[config.mk]
export PLATFORM = sky130hd
export DESIGN_NAME = timer_host_if
export DESIGN_NICKNAME = d
export VERILOG_FILES = /design/src/rtl/timer_host_pkg.sv /design/src/rtl/timer_cmd_decode.sv /design/src/rtl/timer_chan_port.sv /design/src/rtl/timer_host_if.sv
export SDC_FILE = /design/constraint.sdc
export NUM_CORES = 1
export LEC_CHECK = 0
export BUFFER_PORTS_ARGS = -buffer_cell sky130_fd_sc_hd__buf_4
export CORE_MARGIN = 10
export CORE_UTILIZATION = 30
export DETAILED_ROUTE_END_ITERATION = 6
export REMOVE_ABC_BUFFERS = 1
export SKIP_CTS_REPAIR_TIMING = 1
export SLEW_MARGIN = 0
export SYNTH_ARGS = -nofsm -noshare
export SYNTH_HDL_FRONTEND = slang
export SYNTH_SLANG_ARGS = --single-unit
export TNS_END_PERCENT = 1
[constraint.sdc]
create_clock -name clk -period 2.65 [get_ports clk]
set_clock_uncertainty 0.2 [all_clocks]
set_input_delay 0.265 -clock clk [delete_from_list [all_inputs] [get_ports clk]]
set_output_delay 0.265 -clock clk [all_outputs]
set_load 0.01 [all_outputs]
[src/rtl/timer_host_pkg.sv]
package timer_host_pkg;
  typedef enum logic [1:0] {
    FMT_LATCH = 2'd0,
    FMT_LSB   = 2'd1,
    FMT_MSB   = 2'd2,
    FMT_BOTH  = 2'd3
  } fmt_e;

  typedef struct packed {
    logic [1:0] sel;
    logic [1:0] fmt;
    logic [2:0] mode;
    logic       bcd;
  } cmd_t;
endpackage

[src/rtl/timer_cmd_decode.sv]
module timer_cmd_decode
  import timer_host_pkg::*;
#(
  parameter int NCH = 3
) (
  input  logic           cmd_we,
  input  logic [7:0]     cmd_byte,
  output logic [NCH-1:0] prog,
  output logic [NCH-1:0] latch,
  output logic [1:0]     fmt,
  output logic [2:0]     mode,
  output logic           bcd
);
  cmd_t c;
  assign c    = cmd_t'(cmd_byte);
  assign fmt  = c.fmt;
  assign mode = c.mode;
  assign bcd  = c.bcd;

  for (genvar i = 0; i < NCH; i++) begin : g_sel
    logic hit;
    assign hit      = cmd_we && (int'(c.sel) == i);
    assign prog[i]  = hit && (c.fmt != FMT_LATCH);
    assign latch[i] = hit && (c.fmt == FMT_LATCH);
  end
endmodule

[src/rtl/timer_chan_port.sv]
module timer_chan_port
  import timer_host_pkg::*;
#(
  parameter int BW = 8,
  parameter int MW = 3
) (
  input  logic            clk,
  input  logic            rst_n,
  input  logic            prog,
  input  logic            latch_cmd,
  input  logic [1:0]      cmd_fmt,
  input  logic [MW-1:0]   cmd_mode,
  input  logic            cmd_bcd,
  input  logic            data_we,
  input  logic            data_re,
  input  logic [BW-1:0]   wdata,
  input  logic [2*BW-1:0] live,
  output logic [BW-1:0]   rd_byte,
  output logic [2*BW-1:0] load_val,
  output logic            load_stb,
  output logic [MW-1:0]   mode,
  output logic            bcd,
  output logic            mode_set
);
  localparam int CW = 2 * BW;

  logic [1:0]    fmt_q;
  logic          wr_hi, rd_hi, lat_vld;
  logic [BW-1:0] lo_hold;
  logic [CW-1:0] lat_q, src;

  assign src = lat_vld ? lat_q : live;

  always_comb begin
    case (fmt_q)
      FMT_LSB: rd_byte = src[BW-1:0];
      FMT_MSB: rd_byte = src[CW-1 -: BW];
      default: rd_byte = rd_hi ? src[CW-1 -: BW] : src[BW-1:0];
    endcase
  end

  always_ff @(posedge clk) begin
    if (!rst_n) begin
      fmt_q    <= FMT_BOTH;
      mode     <= '0;
      bcd      <= 1'b0;
      wr_hi    <= 1'b0;
      rd_hi    <= 1'b0;
      lat_vld  <= 1'b0;
      lat_q    <= '0;
      lo_hold  <= '0;
      load_val <= '0;
      load_stb <= 1'b0;
      mode_set <= 1'b0;
    end else begin
      load_stb <= 1'b0;
      mode_set <= 1'b0;
      if (prog) begin
        fmt_q    <= cmd_fmt;
        mode     <= cmd_mode;
        bcd      <= cmd_bcd;
        wr_hi    <= 1'b0;
        rd_hi    <= 1'b0;
        lat_vld  <= 1'b0;
        mode_set <= 1'b1;
      end else if (latch_cmd && !lat_vld) begin
        lat_q   <= live;
        lat_vld <= 1'b1;
      end
      if (data_we && !prog) begin
        case (fmt_q)
          FMT_LSB: begin load_val <= {{BW{1'b0}}, wdata}; load_stb <= 1'b1; end
          FMT_MSB: begin load_val <= {wdata, {BW{1'b0}}}; load_stb <= 1'b1; end
          default: begin
            if (!wr_hi) begin
              lo_hold <= wdata;
              wr_hi   <= 1'b1;
            end else begin
              load_val <= {wdata, lo_hold};
              load_stb <= 1'b1;
              wr_hi    <= 1'b0;
            end
          end
        endcase
      end
      if (data_re && !prog && !latch_cmd) begin
        if (fmt_q == FMT_BOTH) rd_hi <= !rd_hi;
        if (fmt_q != FMT_BOTH || rd_hi) lat_vld <= 1'b0;
      end
    end
  end


  mode_set_src_chk: assert property (@(posedge clk) disable iff (!rst_n)
    mode_set |-> $past(prog));


  load_src_chk: assert property (@(posedge clk) disable iff (!rst_n)
    load_stb |-> $past(data_we));


  first_byte_quiet_chk: assert property (@(posedge clk) disable iff (!rst_n)
    (data_we && !prog && fmt_q == FMT_BOTH && !wr_hi) |=> !load_stb);


  latch_hold_chk: assert property (@(posedge clk) disable iff (!rst_n)
    (lat_vld && $past(lat_vld)) |-> $stable(lat_q));
endmodule

[src/rtl/timer_host_if.sv]
module timer_host_if #(
  parameter int NCH = 3,
  parameter int BW  = 8,
  parameter int MW  = 3,
  parameter int AW  = 3
) (
  input  logic              clk,
  input  logic              rst_n,
  input  logic [AW-1:0]     bus_addr,
  input  logic [BW-1:0]     bus_wdata,
  input  logic              bus_we,
  input  logic              bus_re,
  output logic [BW-1:0]     bus_rdata,
  input  logic [NCH*2*BW-1:0] chan_count,
  output logic [NCH*2*BW-1:0] chan_load_val,
  output logic [NCH-1:0]    chan_load_stb,
  output logic [NCH*MW-1:0] chan_mode,
  output logic [NCH-1:0]    chan_bcd,
  output logic [NCH-1:0]    chan_mode_set
);
  localparam int CW = 2 * BW;
  localparam logic [AW-1:0] CMD_ADDR = AW'(2 * NCH + 1);

  logic [NCH-1:0]  prog, latch;
  logic [1:0]      fmt;
  logic [2:0]      cmode;
  logic            cbcd;
  logic [BW-1:0]   rd_bytes [NCH];
  logic [NCH-1:0]  hit;

  timer_cmd_decode #(.NCH(NCH)) u_dec (
    .cmd_we  (bus_we && bus_addr == CMD_ADDR),
    .cmd_byte(bus_wdata),
    .prog    (prog),
    .latch   (latch),
    .fmt     (fmt),
    .mode    (cmode),
    .bcd     (cbcd)
  );

  for (genvar i = 0; i < NCH; i++) begin : g_ch
    assign hit[i] = (bus_addr == AW'(2 * i + 1));
    timer_chan_port #(.BW(BW), .MW(MW)) u_ch (
      .clk      (clk),
      .rst_n    (rst_n),
      .prog     (prog[i]),
      .latch_cmd(latch[i]),
      .cmd_fmt  (fmt),
      .cmd_mode (MW'(cmode)),
      .cmd_bcd  (cbcd),
      .data_we  (bus_we && hit[i]),
      .data_re  (bus_re && hit[i]),
      .wdata    (bus_wdata),
      .live     (chan_count[i*CW +: CW]),
      .rd_byte  (rd_bytes[i]),
      .load_val (chan_load_val[i*CW +: CW]),
      .load_stb (chan_load_stb[i]),
      .mode     (chan_mode[i*MW +: MW]),
      .bcd      (chan_bcd[i]),
      .mode_set (chan_mode_set[i])
    );
  end

  always_comb begin
    bus_rdata = '0;
    for (int i = 0; i < NCH; i++)
      if (hit[i]) bus_rdata = rd_bytes[i];
  end


  one_mode_set_chk: assert property (@(posedge clk) disable iff (!rst_n)
    $onehot0(chan_mode_set));


  one_load_chk: assert property (@(posedge clk) disable iff (!rst_n)
    $onehot0(chan_load_stb));
endmodule

==> summary.md, run 1 <==
| Metric | Value |
|---|---|
| Status | `finished with violations` |
| Failing checks | `hold timing` |
| CTS buffer count | `17` |
| Startpoint Class | `flip-flop` |
| Fraction of registers with async set/reset | `0%` |
| Worst Path Max Fanout | `8` |
| Clock latency on the worst-skew pair | `430 ps` |
| Met3 Use GR | `3.55%` |
| Max Transition Viols Final | `0` |
| Reg power frac | `44.0%` |
| WP data arrival | `2160 ps` |
| TritonCTS clock tree | `yes` |
| Clk pin slew, worst setup/hold paths | `70 ps` |
| Cells after Synth | `795` |
| Leakage power | `3.79 nW` |
| Core Util, Final | `41.2%` |
| Synth-to-layout area growth | `35.5%` |
| # setup viols final | `0` |
| Number of library cell types mapped by synthesis | `49` |
| Reg area | `3070 sq um` |
| Setup crit end | `bus_rdata[7]` |
| Critical path endpoint category | `output port` |
| WHS Path Cells | `3` |
| Sw frac | `26.3%` |
| First-pass GRT wire length | `33900 um` |
| First DRT Iteration DRCs | `401` |
| Fin crit share | `99.2%` |
| DIE HEIGHT | `174 um` |
| Root Driver | `clkbuf_16` |
| PwrDens | `549 nW/um^2` |
| Most common flop cell mapped by yosys | `dfxtp_1` |
| CP startpoint | `g_ch[0].u_ch.fmt_q[0]` |
| Reg2reg path depth | `7` |
| ANT cells | `0` |
| Initial antenna violation count | `0` |
| Detailed-route via count | `6228` |
| Met2 Use GR | `22.4%` |
| Drc violations | `0` |
| Fmax | `0.380 GHz` |
| Power share of the combinational group | `9.2%` |
| Global Route Usage Sum | `13.9%` |
| Seq/Total Area, Yosys | `43.1%` |
| Share of cells above drive strength 1 | `25.8%` |
| Commonest non-fill, non-tap cell in the layout | `buf_4` |
| Reg-to-Reg End | `g_ch[2].u_ch.lo_hold[2]` |
| Global route overflow | `0` |
| NetSw | `1.39 mW` |
| CTS Buffer Depth | `2` |
| Die width | `174 um` |
| Clock power frac | `46.8%` |
| Relative slew margins | `49.8%` |
| Min cycle time layout | `2630 ps` |
| Internal power | `3.90 mW` |
| Most frequent cells in the layout | `160 x buf_4, 148 x dfxtp_1, 95 x nor2_1` |
| Dpl cell area | `8350 sq um` |
| YS warnings | `0` |
| Multi-input combinational cell area | `3750 sq um` |
| Fill count | `2359` |
| FP Rows | `56` |
| Avg WL per Cell | `17.1 um` |
| DRT Pass-1 Iters | `5` |
| R2R Setup Slk | `360 ps` |
| Nets | `1024` |
| RSZ-0062 raised after global routing | `true` |
| Port Buffers | `136` |
| Flop and latch count out of synthesis | `153` |
| Worst hold path class | `in -> reg` |
| Routability congestion estimate from global placement | `0.797` |
| Post-route cell area | `9630 sq um` |
| Met1 Use GR | `17.4%` |
| Die ar. | `30200 sq um` |
| Starting Density | `30.4%` |
| WL final | `22000 um` |
| H-tree Lvls | `4` |
| EDFF count, synth | `0` |
| Worst hold slack | `-0.149 ps` |
| Antenna Nets Post-Route | `0` |
| GRT busiest layer | `met2` |
| Max-cap viol count | `0` |
| DP Wirelength | `14800 um` |
| Post-Route Setup TNS | `0 ps` |
| Largest net degree at the start of global routing | `89` |
| CP required | `2180 ps` |
| Slew @ Worst Pin | `754 ps` |
| Netlist Area Pre-Place | `7110 sq um` |
| Core ar. | `23400 sq um` |
| Vias in the first global route | `5942` |
| Hold Vio Cnt, Final | `1` |
| I/O pin count | `137` |
| Worst flop-to-flop path startpoint | `g_ch[2].u_ch.fmt_q[0]` |
| Critical path class | `reg -> out` |
| Syn avg cell area | `8.94 sq um` |
| Vias per std cell | `4.85` |
| VDD IR max | `0.371 mV` |
| Clock sink total | `153` |
[cell type report]
cell class | instances | area share, %
clock buffer | 17 | 4.42
clock inverter | 15 | 1.82
inverter | 10 | 0.416
multi-input combinational | 554 | 39.0
sequential | 153 | 31.9
tap | 319 | 4.14
timing repair buffer | 215 | 18.4
[flip-flops by register name (all words and copies together), names as in the netlist]
register / cells
g_ch.u_ch.bcd: 3
g_ch.u_ch.fmt_q: 6
g_ch.u_ch.lat_q: 48
g_ch.u_ch.lat_vld: 3
g_ch.u_ch.lo_hold: 24
g_ch.u_ch.load_stb: 3
g_ch.u_ch.load_val: 48
g_ch.u_ch.mode: 9
g_ch.u_ch.mode_set: 3
g_ch.u_ch.rd_hi: 3
g_ch.u_ch.wr_hi: 3
[how the worst min path moves through the flow]
stage | from | end | slack (ps)
after CTS | chan_count[43] | g_ch[2].u_ch.lat_q[11] | -140
after detailed placement | g_ch[0].u_ch.load_val[9] | g_ch[0].u_ch.load_val[9] | 240
final | bus_wdata[0] | g_ch[2].u_ch.lo_hold[0] | -0.1
after global placement | g_ch[0].u_ch.mode[2] | g_ch[0].u_ch.mode[2] | 240
after floorplan | rst_n | g_ch[2].u_ch.wr_hi | 180
after global routing | bus_wdata[0] | g_ch[0].u_ch.load_val[8] | 6
[synthesized netlist by cell type, types with 2 or more instances]
| library cell | n | area, sq um |
|---|---|---|
| a21oi_1 | 53 | 265 |
| a221o_1 | 6 | 60.1 |
| a22o_1 | 4 | 35.0 |
| a22oi_1 | 16 | 120 |
| a311oi_1 | 24 | 210 |
| and2_1 | 3 | 18.8 |
| and3_1 | 2 | 12.5 |
| and4b_1 | 2 | 20.0 |
| and4bb_2 | 2 | 25.0 |
| buf_1 | 7 | 26.3 |
| buf_12 | 2 | 40.0 |
| buf_2 | 16 | 80.1 |
| buf_4 | 9 | 67.6 |
| buf_6 | 3 | 33.8 |
| clkbuf_1 | 41 | 154 |
| dfxtp_1 | 153 | 3060 |
| ha_1 | 10 | 125 |
| inv_1 | 8 | 30.0 |
| mux2_2 | 17 | 191 |
| mux2i_1 | 95 | 951 |
| nand2_1 | 91 | 342 |
| nand2b_1 | 6 | 37.5 |
| nand3_1 | 46 | 230 |
| nand3b_1 | 16 | 120 |
| nor2_1 | 96 | 360 |
| nor2b_1 | 4 | 25.0 |
| nor3_1 | 3 | 15.0 |
| nor4_1 | 2 | 12.5 |
| o21ai_0 | 18 | 90.1 |
| o32ai_1 | 16 | 140 |
| or2_2 | 4 | 25.0 |
| or4_1 | 3 | 22.5 |
[metal layers]
layer  share of wire [%]  wire length [um]
met4                 2.4               535
met1                  46             10000
met3                 4.0               883
met5                   0                 0
met2                  48             10600
[stage by stage]
step / setup WS, ps / power (mW) / instances
after floorplan: 59.6 / 2.55 / 717
after global placement: 276 / 2.78 / 1198
after detailed placement: 198 / 2.78 / 1198
after CTS: -276 / 5.26 / 1230
after global routing: -52.0 / 5.49 / 1283
final: 21.9 / 5.29 / 1283
[logic make-up after synthesis]
family | share of synthesized area, %
mux | 16.1
buf+inv | 6.18
flops | 43.1
fa+ha+maj | 1.76
xor+xnor | 0.123
compound gates | 13.5
simple gates | 19.3
[worst max-delay path: stages (launching register included)]
cell and delay (ps):
dfxtp_2 360, inv_1 80, ha_4 300, nor2_1 40, buf_4 180, o32ai_1 280
o21ai_0 120, a22oi_1 200, buf_4 160
[power groups by stage]
stage / clock network [mW] / logic (mW) / registers, mW
floorplan: 0 / 0.168 / 2.38
global placement: 0 / 0.396 / 2.38
detailed placement: 0 / 0.398 / 2.38
CTS: 2.53 / 0.399 / 2.33
global route: 2.63 / 0.525 / 2.33
finish: 2.47 / 0.487 / 2.33
(Power assumes the default switching activity.)
==> run 2: changes to the inputs <==
- SYNTH_HIERARCHICAL: not set -> 1
==> run 2 against run 1 <==
- the run ends with hold timing, setup timing left
- sequential power barely moved
- combinational power increased by 11%
- synthesized area rose by 5.3%
- clock power up 8.5%
- synthesized cell count grew 5.5%
- critical path type unchanged
- maximum frequency shrank 1.3%
- sequential share of layout area fell by 1.9 points
- setup slack got worse by 34 ps
==> summary.md, run 2 <==
| Metric | Value |
|---|---|
| Die ar. | `31700 sq um (+4.7%)` |
| R2R Setup Slk | `600 ps (+240 ps)` |
| Vias per std cell | `4.84 (-0.22%)` |
| Largest net degree at the start of global routing | `40 (-55%)` |
| Vias in the first global route | `6034 (+1.5%)` |
| Final non-filler cell total | `1354 (+5.5%)` |
| Top Layer Used | `met4` |
| Max Transition Viols Final | `0 (unchanged)` |
| Cell mode on critical path | `buf_4` |
| RSZ-0062 raised after global routing | `true` |
| Critical Path, Cell by Cell | `inv_4, ha_4, mux2i_1, buf_4, o22ai_2, mux2i_2, o21ai_1, and2_1, buf_4` |
| Global route overflow | `0 (unchanged)` |
| Die width | `178 um (+2.3%)` |
| Slew @ Worst Pin | `390 ps (-363 ps)` |
| Fmax | `0.376 GHz (-1.3%)` |
| Fraction of registers with async set/reset | `0% (unchanged)` |
| Clock sink total | `153 (unchanged)` |
| Top cells by area, synth | `dfxtp_1 41%, mux2i_1 13%, nand2_1 7.8%` |
| Port Buffers | `136 (unchanged)` |
| Setup crit end | `bus_rdata[1]` |
| Hold Vio Cnt, Final | `5 (+4)` |
| Placed insts | `1261 (+5.3%)` |
| Worst hold path class | `in -> reg` |
| Hold_sp | `bus_wdata[0]` |
| Drc violations | `0 (unchanged)` |
| YS warnings | `6 (+6)` |
| Routed met2 length | `9950 um (-5.7%)` |
| CTS Buffer Depth | `2 (unchanged)` |
| Initial antenna violation count | `0 (unchanged)` |
| Slowest cell on the critical path | `dfxtp_4` |
| Synth top cells by count | `156 x nand2_1, 153 x dfxtp_1, 98 x mux2i_1, 48 x nand4_1, 45 x a21boi_0` |
| FP Rows | `57 (+1.8%)` |
| Clock latency on the worst-skew pair | `430 ps (about the same)` |
| Critical path depth | `9 (+1)` |
| Clk pin slew, worst setup/hold paths | `70 ps (about the same)` |
| Netlist Area Pre-Place | `7480 sq um (+5.3%)` |
| Core ar. | `24500 sq um (+4.5%)` |
| Total Power | `5.55 mW (+4.9%)` |
| Cells after Synth | `839 (+5.5%)` |
| Worst Path Max Fanout | `7 (-1)` |
| H-tree Lvls | `4 (unchanged)` |
| Startpoint Class | `flip-flop` |
| Core Util, Final | `41.9% (+0.70 points)` |
| Fill count | `2400 (+1.7%)` |
| DIE HEIGHT | `178 um (+2.3%)` |
| I/O pin count | `137 (unchanged)` |
| Number of library cell types mapped by synthesis | `37 (-24%)` |
| Failing checks | `hold timing, setup timing` |
| Reg2reg path depth | `6 (-1)` |
| Share of cells above drive strength 1 | `24.6% (-1.3 points)` |
| Flop and latch count out of synthesis | `153 (unchanged)` |
| Synth-to-layout area growth | `36.9%` |
| Worst hold slack | `-6.90 ps (-6.75 ps)` |
| WL final | `22500 um (+2.3%)` |
| Seq/Total Area, Yosys | `40.9% (-2.2 points)` |
| Max incr delay on CP | `380 ps (+20 ps)` |
| Most common flop cell mapped by yosys | `dfxtp_1` |
| EDFF count, synth | `0 (unchanged)` |
| Antenna Nets Post-Route | `0 (unchanged)` |
| DP Wirelength | `15000 um (+1.3%)` |
| Starting Density | `30.6% (+0.21 points)` |
| Max-cap viol count | `0 (unchanged)` |
| First DRT Iteration DRCs | `489 (+22%)` |
| Final WS setup | `-12.6 ps (-34.4 ps)` |
| Fin crit share | `100% (+1.3 points)` |
| CP required | `2180 ps (about the same)` |
| VDD IR max | `0.372 mV (+0.31%)` |
| Commonest non-fill, non-tap cell in the layout | `buf_4` |
| Relative slew margins | `74.0% (+24 points)` |
| Routability congestion estimate from global placement | `0.757 (-5.0%)` |
| Post-Place Worst Slack | `152 ps (-45.6 ps)` |
| CTS buffer count | `17 (unchanged)` |
| Nets | `1089 (+6.3%)` |
| Reg-to-Reg End | `g_ch[1].u_ch/load_val[3]` |
| Status | `finished with violations` |
| Yosys top cell area share | `40.9% (-2.2 points)` |
| Most frequent cells in the layout | `172 x buf_4, 156 x nand2_1, 148 x dfxtp_1` |
| Min cycle time layout | `2660 ps (+34.4 ps)` |
| Metal-1 WL | `11000 um (+10%)` |
| # setup viols final | `4 (+4)` |
| Largest regs | `g_ch.u_ch/lat_q: 48 flops, g_ch.u_ch/load_val: 48 flops, g_ch.u_ch/lo_hold: 24 flops` |
| TritonCTS clock tree | `yes` |
| Global Route Usage Sum | `13.5% (-0.44 points)` |
| Post-Route Setup TNS | `-32.5 ps (-32.5 ps)` |
| Most frequent cell after synthesis | `nand2_1` |
| Root Driver | `clkbuf_16` |
| Syn avg cell area | `8.92 sq um (-0.26%)` |
| Worst flop-to-flop path startpoint | `g_ch[1].u_ch/fmt_q[1]` |
| First-pass GRT wire length | `34300 um (+1.1%)` |
| Leakage power | `4.06 nW (+7.2%)` |
| Routed wl met3 | `1380 um (+57%)` |
| ANT cells | `0 (unchanged)` |
| Critical path endpoint category | `output port` |
| CP startpoint | `g_ch[0].u_ch/fmt_q[0]` |
| WP data arrival | `2200 ps (+40 ps)` |
| Synth area leader | `dfxtp_1` |
| Critical path's top delay family | `multiplexers` |
| Detailed-route via count | `6558 (+5.3%)` |
| Worst Path Buf+Inv | `3 (unchanged)` |
| Critical path class | `reg -> out` |
| Avg WL per Cell | `16.6 um (-3.0%)` |
| DRT Pass-1 Iters | `5 (unchanged)` |
| PwrDens | `542 nW/um^2 (-1.3%)` |
-- run 2: cell count changes after synthesis, sizes merged, moves of 17 or more --
cell,previous run,this run
nor2,96,17
nand2,91,156
a21oi,53,3
a21boi,0,48
nand3,46,0
nand4,2,48
nor2b,4,42
a311oi,24,0
o211a,0,24
o22ai,0,24
nand3b,16,35
mux2,17,0
o21ai,19,36
-- run 2: layer usage --
layer | GRT usage, % | up-vias
met5 | 0 | -
met4 | 2.71 | 0
met3 | 4.21 | 12
met2 | 19.9 | 146
met1 | 18.8 | 3128
li1 | - | 3272
-- run 2: cells by family (layout without fill, tap and decap cells) --
family	after synthesis	after routing	share of synthesized area (%)
XOR/XNOR	6	6	0.702
flip-flops	153	153	40.9
adder cells (fa/ha/maj)	9	9	1.51
multiplexers	98	98	13.1
AO/OA/AOI/OAI	144	144	13.5
buffers and inverters	88	279	6.19
AND/OR/NAND/NOR	341	341	24.0
-- run 2: final cells by class --
class | instances | area (sq um) | share of cell area (%)
clock buffer | 20 | 457 | 4.46
inverter | 15 | 58.8 | 0.574
sequential | 153 | 3070 | 30.0
tap | 324 | 405 | 3.96
multi-input combinational | 598 | 4110 | 40.2
clock inverter | 12 | 189 | 1.84
timing repair buffer | 232 | 1950 | 19.0
-- run 2: worst register-to-register path: cells and delay by family, from the launching register on --
kind	cells	cell delay, ps
simple gates	2	610
flops	1	400
fa+ha+maj	1	240
buf+inv	2	280
compound gates	1	220
-- run 2: per-stage QoR --
stage          hold WS (ps)  instance area, sq um
5_1_grt               0.847                 10200
3_5_place_dp            242                  8790
6_report              -6.90                 10200
4_1_cts                -115                  9430
2_1_floorplan           164                  7080
3_3_place_gp            238                  8790
-- run 2: worst min-delay path by stage --
| stage | end | slack, ps | cells past startpoint |
|---|---|---|---|
| 4_1_cts | g_ch[2].u_ch/lat_q[15] | -110 | 3 |
| 3_5_place_dp | g_ch[2].u_ch/load_val[10] | 240 | 2 |
| 6_report | g_ch[2].u_ch/load_val[8] | -7 | 3 |
| 5_1_grt | g_ch[2].u_ch/load_val[8] | 0.8 | 3 |
| 3_3_place_gp | g_ch[0].u_ch/load_val[12] | 240 | 2 |
| 2_1_floorplan | g_ch[0].u_ch/fmt_q[0] | 160 | 1 |
-- run 2: report_power, final --
part | switching (mW) | internal (mW)
Clock | 1.03 | 1.64
Combinational | 0.266 | 0.274
Sequential | 0.0121 | 2.32
==> run 3: changes to the inputs <==
- clock period: 2.65 -> 3.3 ns (I/O delays scaled with it)
==> run 3 against run 2 <==
- critical path depth unchanged
- register-to-register slack better by 380 ps
- cell count shrank 2.0%
- non-clock buffer count decreased by 27
- sequential cell count unchanged
- total power decreased by 24%
- critical path type unchanged
- sequential share of layout area rose by 1.4 points
- wire length decreased by 3.0%
- via count is 2.9% lower
- first-iteration DRC count grew 5.5%
- the flow finishes with violations (hold timing)
==> summary.md, run 3 (synthesis gave the netlist of run 2 again) <==
| Metric | Value |
|---|---|
| Fmax | `0.344 GHz` |
| Detailed-route via count | `6365 (-2.9%)` |
| Largest regs | `g_ch.u_ch/lat_q: 48 flops, g_ch.u_ch/load_val: 48 flops, g_ch.u_ch/lo_hold: 24 flops` |
| Met2 Use GR | `19.8% (-0.094 points)` |
| Leakage power | `3.89 nW (-4.2%)` |
| Global route overflow | `0 (unchanged)` |
| Antenna Nets Post-Route | `0 (unchanged)` |
| First-pass GRT wire length | `33600 um (-2.1%)` |
| Global Route Usage Sum | `13.3% (-0.23 points)` |
| H-tree Lvls | `4 (unchanged)` |
| Fill count | `2462 (+2.6%)` |
| Drc violations | `0 (unchanged)` |
| Reg area | `3060 sq um (-0.29%)` |
| CP required | `2770 ps (+590 ps)` |
| PwrDens | `434 nW/um^2 (-20%)` |
| Share of cells above drive strength 1 | `21.0% (-3.5 points)` |
| Max-cap viol count | `0 (unchanged)` |
| Startpoint Class | `flip-flop` |
| Total Power | `4.24 mW (-24%)` |
| Die ar. | `31700 sq um (unchanged)` |
| Clk pin slew, worst setup/hold paths | `60 ps (about the same)` |
| Most frequent cells in the layout | `163 x buf_4, 156 x nand2_1, 153 x dfxtp_1` |
| Failing checks | `hold timing` |
| CTS buffer count | `17 (unchanged)` |
| Min cycle time layout | `2910 ps` |
| Starting Density | `30.6% (unchanged)` |
| First DRT Iteration DRCs | `516 (+5.5%)` |
| TritonCTS clock tree | `yes` |
| DIE HEIGHT | `178 um (unchanged)` |
| Critical path class | `reg -> out` |
| Worst Path Max Fanout | `8 (+1)` |
| Clock latency on the worst-skew pair | `430 ps (about the same)` |
| WP data arrival | `2380 ps (+180 ps)` |
| Met1 Use GR | `18.0% (-0.79 points)` |
| Avg WL per Cell | `16.4 um (-1.0%)` |
| DP Wirelength | `14800 um (-1.7%)` |
| Commonest non-fill, non-tap cell in the layout | `buf_4` |
| Synth-to-layout area growth | `30.4%` |
| WHS Path Cells | `3 (unchanged)` |
| Clock sink total | `153 (unchanged)` |
| Nets | `1062 (-2.5%)` |
| Worst hold slack | `-26.2 ps (-19.3 ps)` |
| Status | `finished with violations` |
| Worst hold path class | `in -> reg` |
| Fin crit share | `88.2%` |
| Largest net degree at the start of global routing | `58 (+45%)` |
| FP Rows | `57 (unchanged)` |
| Multi-input combinational cell area | `3980 sq um (-3.3%)` |
| RSZ-0062 raised after global routing | `false` |
| Met3 Use GR | `4.48% (+0.28 points)` |
| Reg2reg path depth | `5 (-1)` |
| ANT cells | `0 (unchanged)` |
| Port Buffers | `136 (unchanged)` |
| DRT Pass-1 Iters | `4 (-1)` |
| CTS Buffer Depth | `2 (unchanged)` |
| I/O pin count | `137 (unchanged)` |
| WL final | `21800 um (-3.0%)` |
| Vias per std cell | `4.80 (-0.97%)` |
| Relative slew margins | `47.6% (-26 points)` |
| Vias in the first global route | `6024 (-0.17%)` |
| Slew @ Worst Pin | `785 ps (+395 ps)` |
| Hold Vio Cnt, Final | `7 (+2)` |
| GRT busiest layer | `met2` |
| Routability congestion estimate from global placement | `0.764 (+0.95%)` |
| # setup viols final | `0 (-4)` |
| Max Transition Viols Final | `0 (unchanged)` |
| VDD IR max | `0.274 mV (-26%)` |
| Post-Route Setup TNS | `0 ps (+32.5 ps)` |
| Core ar. | `24500 sq um (unchanged)` |
| Critical path endpoint category | `output port` |
| Die width | `178 um (unchanged)` |
| Root Driver | `clkbuf_16` |
| Initial antenna violation count | `0 (unchanged)` |
==> run 3: cell count changes in the layout (fill, tap and decap cells not counted), sizes merged <==
cell,previous run,this run
buf,182,164
bufinv,4,1
clkbuf,21,20
clkinv,2,6
clkinvlp,3,1
dlygate4sd3,49,41
inv,18,19
==> run 3: where the power goes <==
group,leakage (nW),internal (mW),switching [mW]
logic,2.36,0.188,0.201
clock network,0.294,1.12,0.852
registers,1.23,1.86,0.00981
==> run 3: stage by stage <==
step	cells	area [sq um]	hold WS, ps	util [%]	worst slack (ps)
4_1_cts	1286	9350	-55.0	38.2	379
6_report	1327	9760	-26.2	39.9	389
3_3_place_gp	1254	8750	240	35.8	689
5_1_grt	1327	9760	1.76	39.9	153
2_1_floorplan	766	7080	229	-	483
3_5_place_dp	1254	8750	241	35.8	610
==> run 3: cell type report <==
class                      instances  share of cell area (%)
sequential                       153                    31.4
timing repair buffer             205                    16.9
inverter                          15                   0.577
multi-input combinational        598                    40.8
clock inverter                    12                    1.37
tap                              324                    4.15
clock buffer                      20                    4.78
==> run 3: worst paths after layout <==
| kind | end | start | slack, ps |
|---|---|---|---|
| setup reg to reg | g_ch[1].u_ch/load_val[1] | g_ch[1].u_ch/fmt_q[1] | 980 |
| hold reg to reg | g_ch[1].u_ch/lat_q[15] | g_ch[1].u_ch/lat_q[15] | 250 |
| setup / recovery | bus_rdata[1] | g_ch[2].u_ch/fmt_q[0] | 390 |
| hold / removal | g_ch[2].u_ch/lat_q[3] | chan_count[35] | -30 |
==> run 3: worst max-delay path, stage by stage, from the launching register on <==
cell and delay [ps]:
dfxtp_1 360, inv_1 70, ha_1 350, mux2i_1 250
buf_4 210, o22ai_1 120, mux2i_1 230, o21ai_1 80
and2_1 150, buf_4 140
==> run 3: layer usage <==
layer / wire length [um] / vias up
met5: 0 / -
met4: 122 / 0
met3: 1500 / 8
met2: 9460 / 143
met1: 10700 / 2993
li1: - / 3221
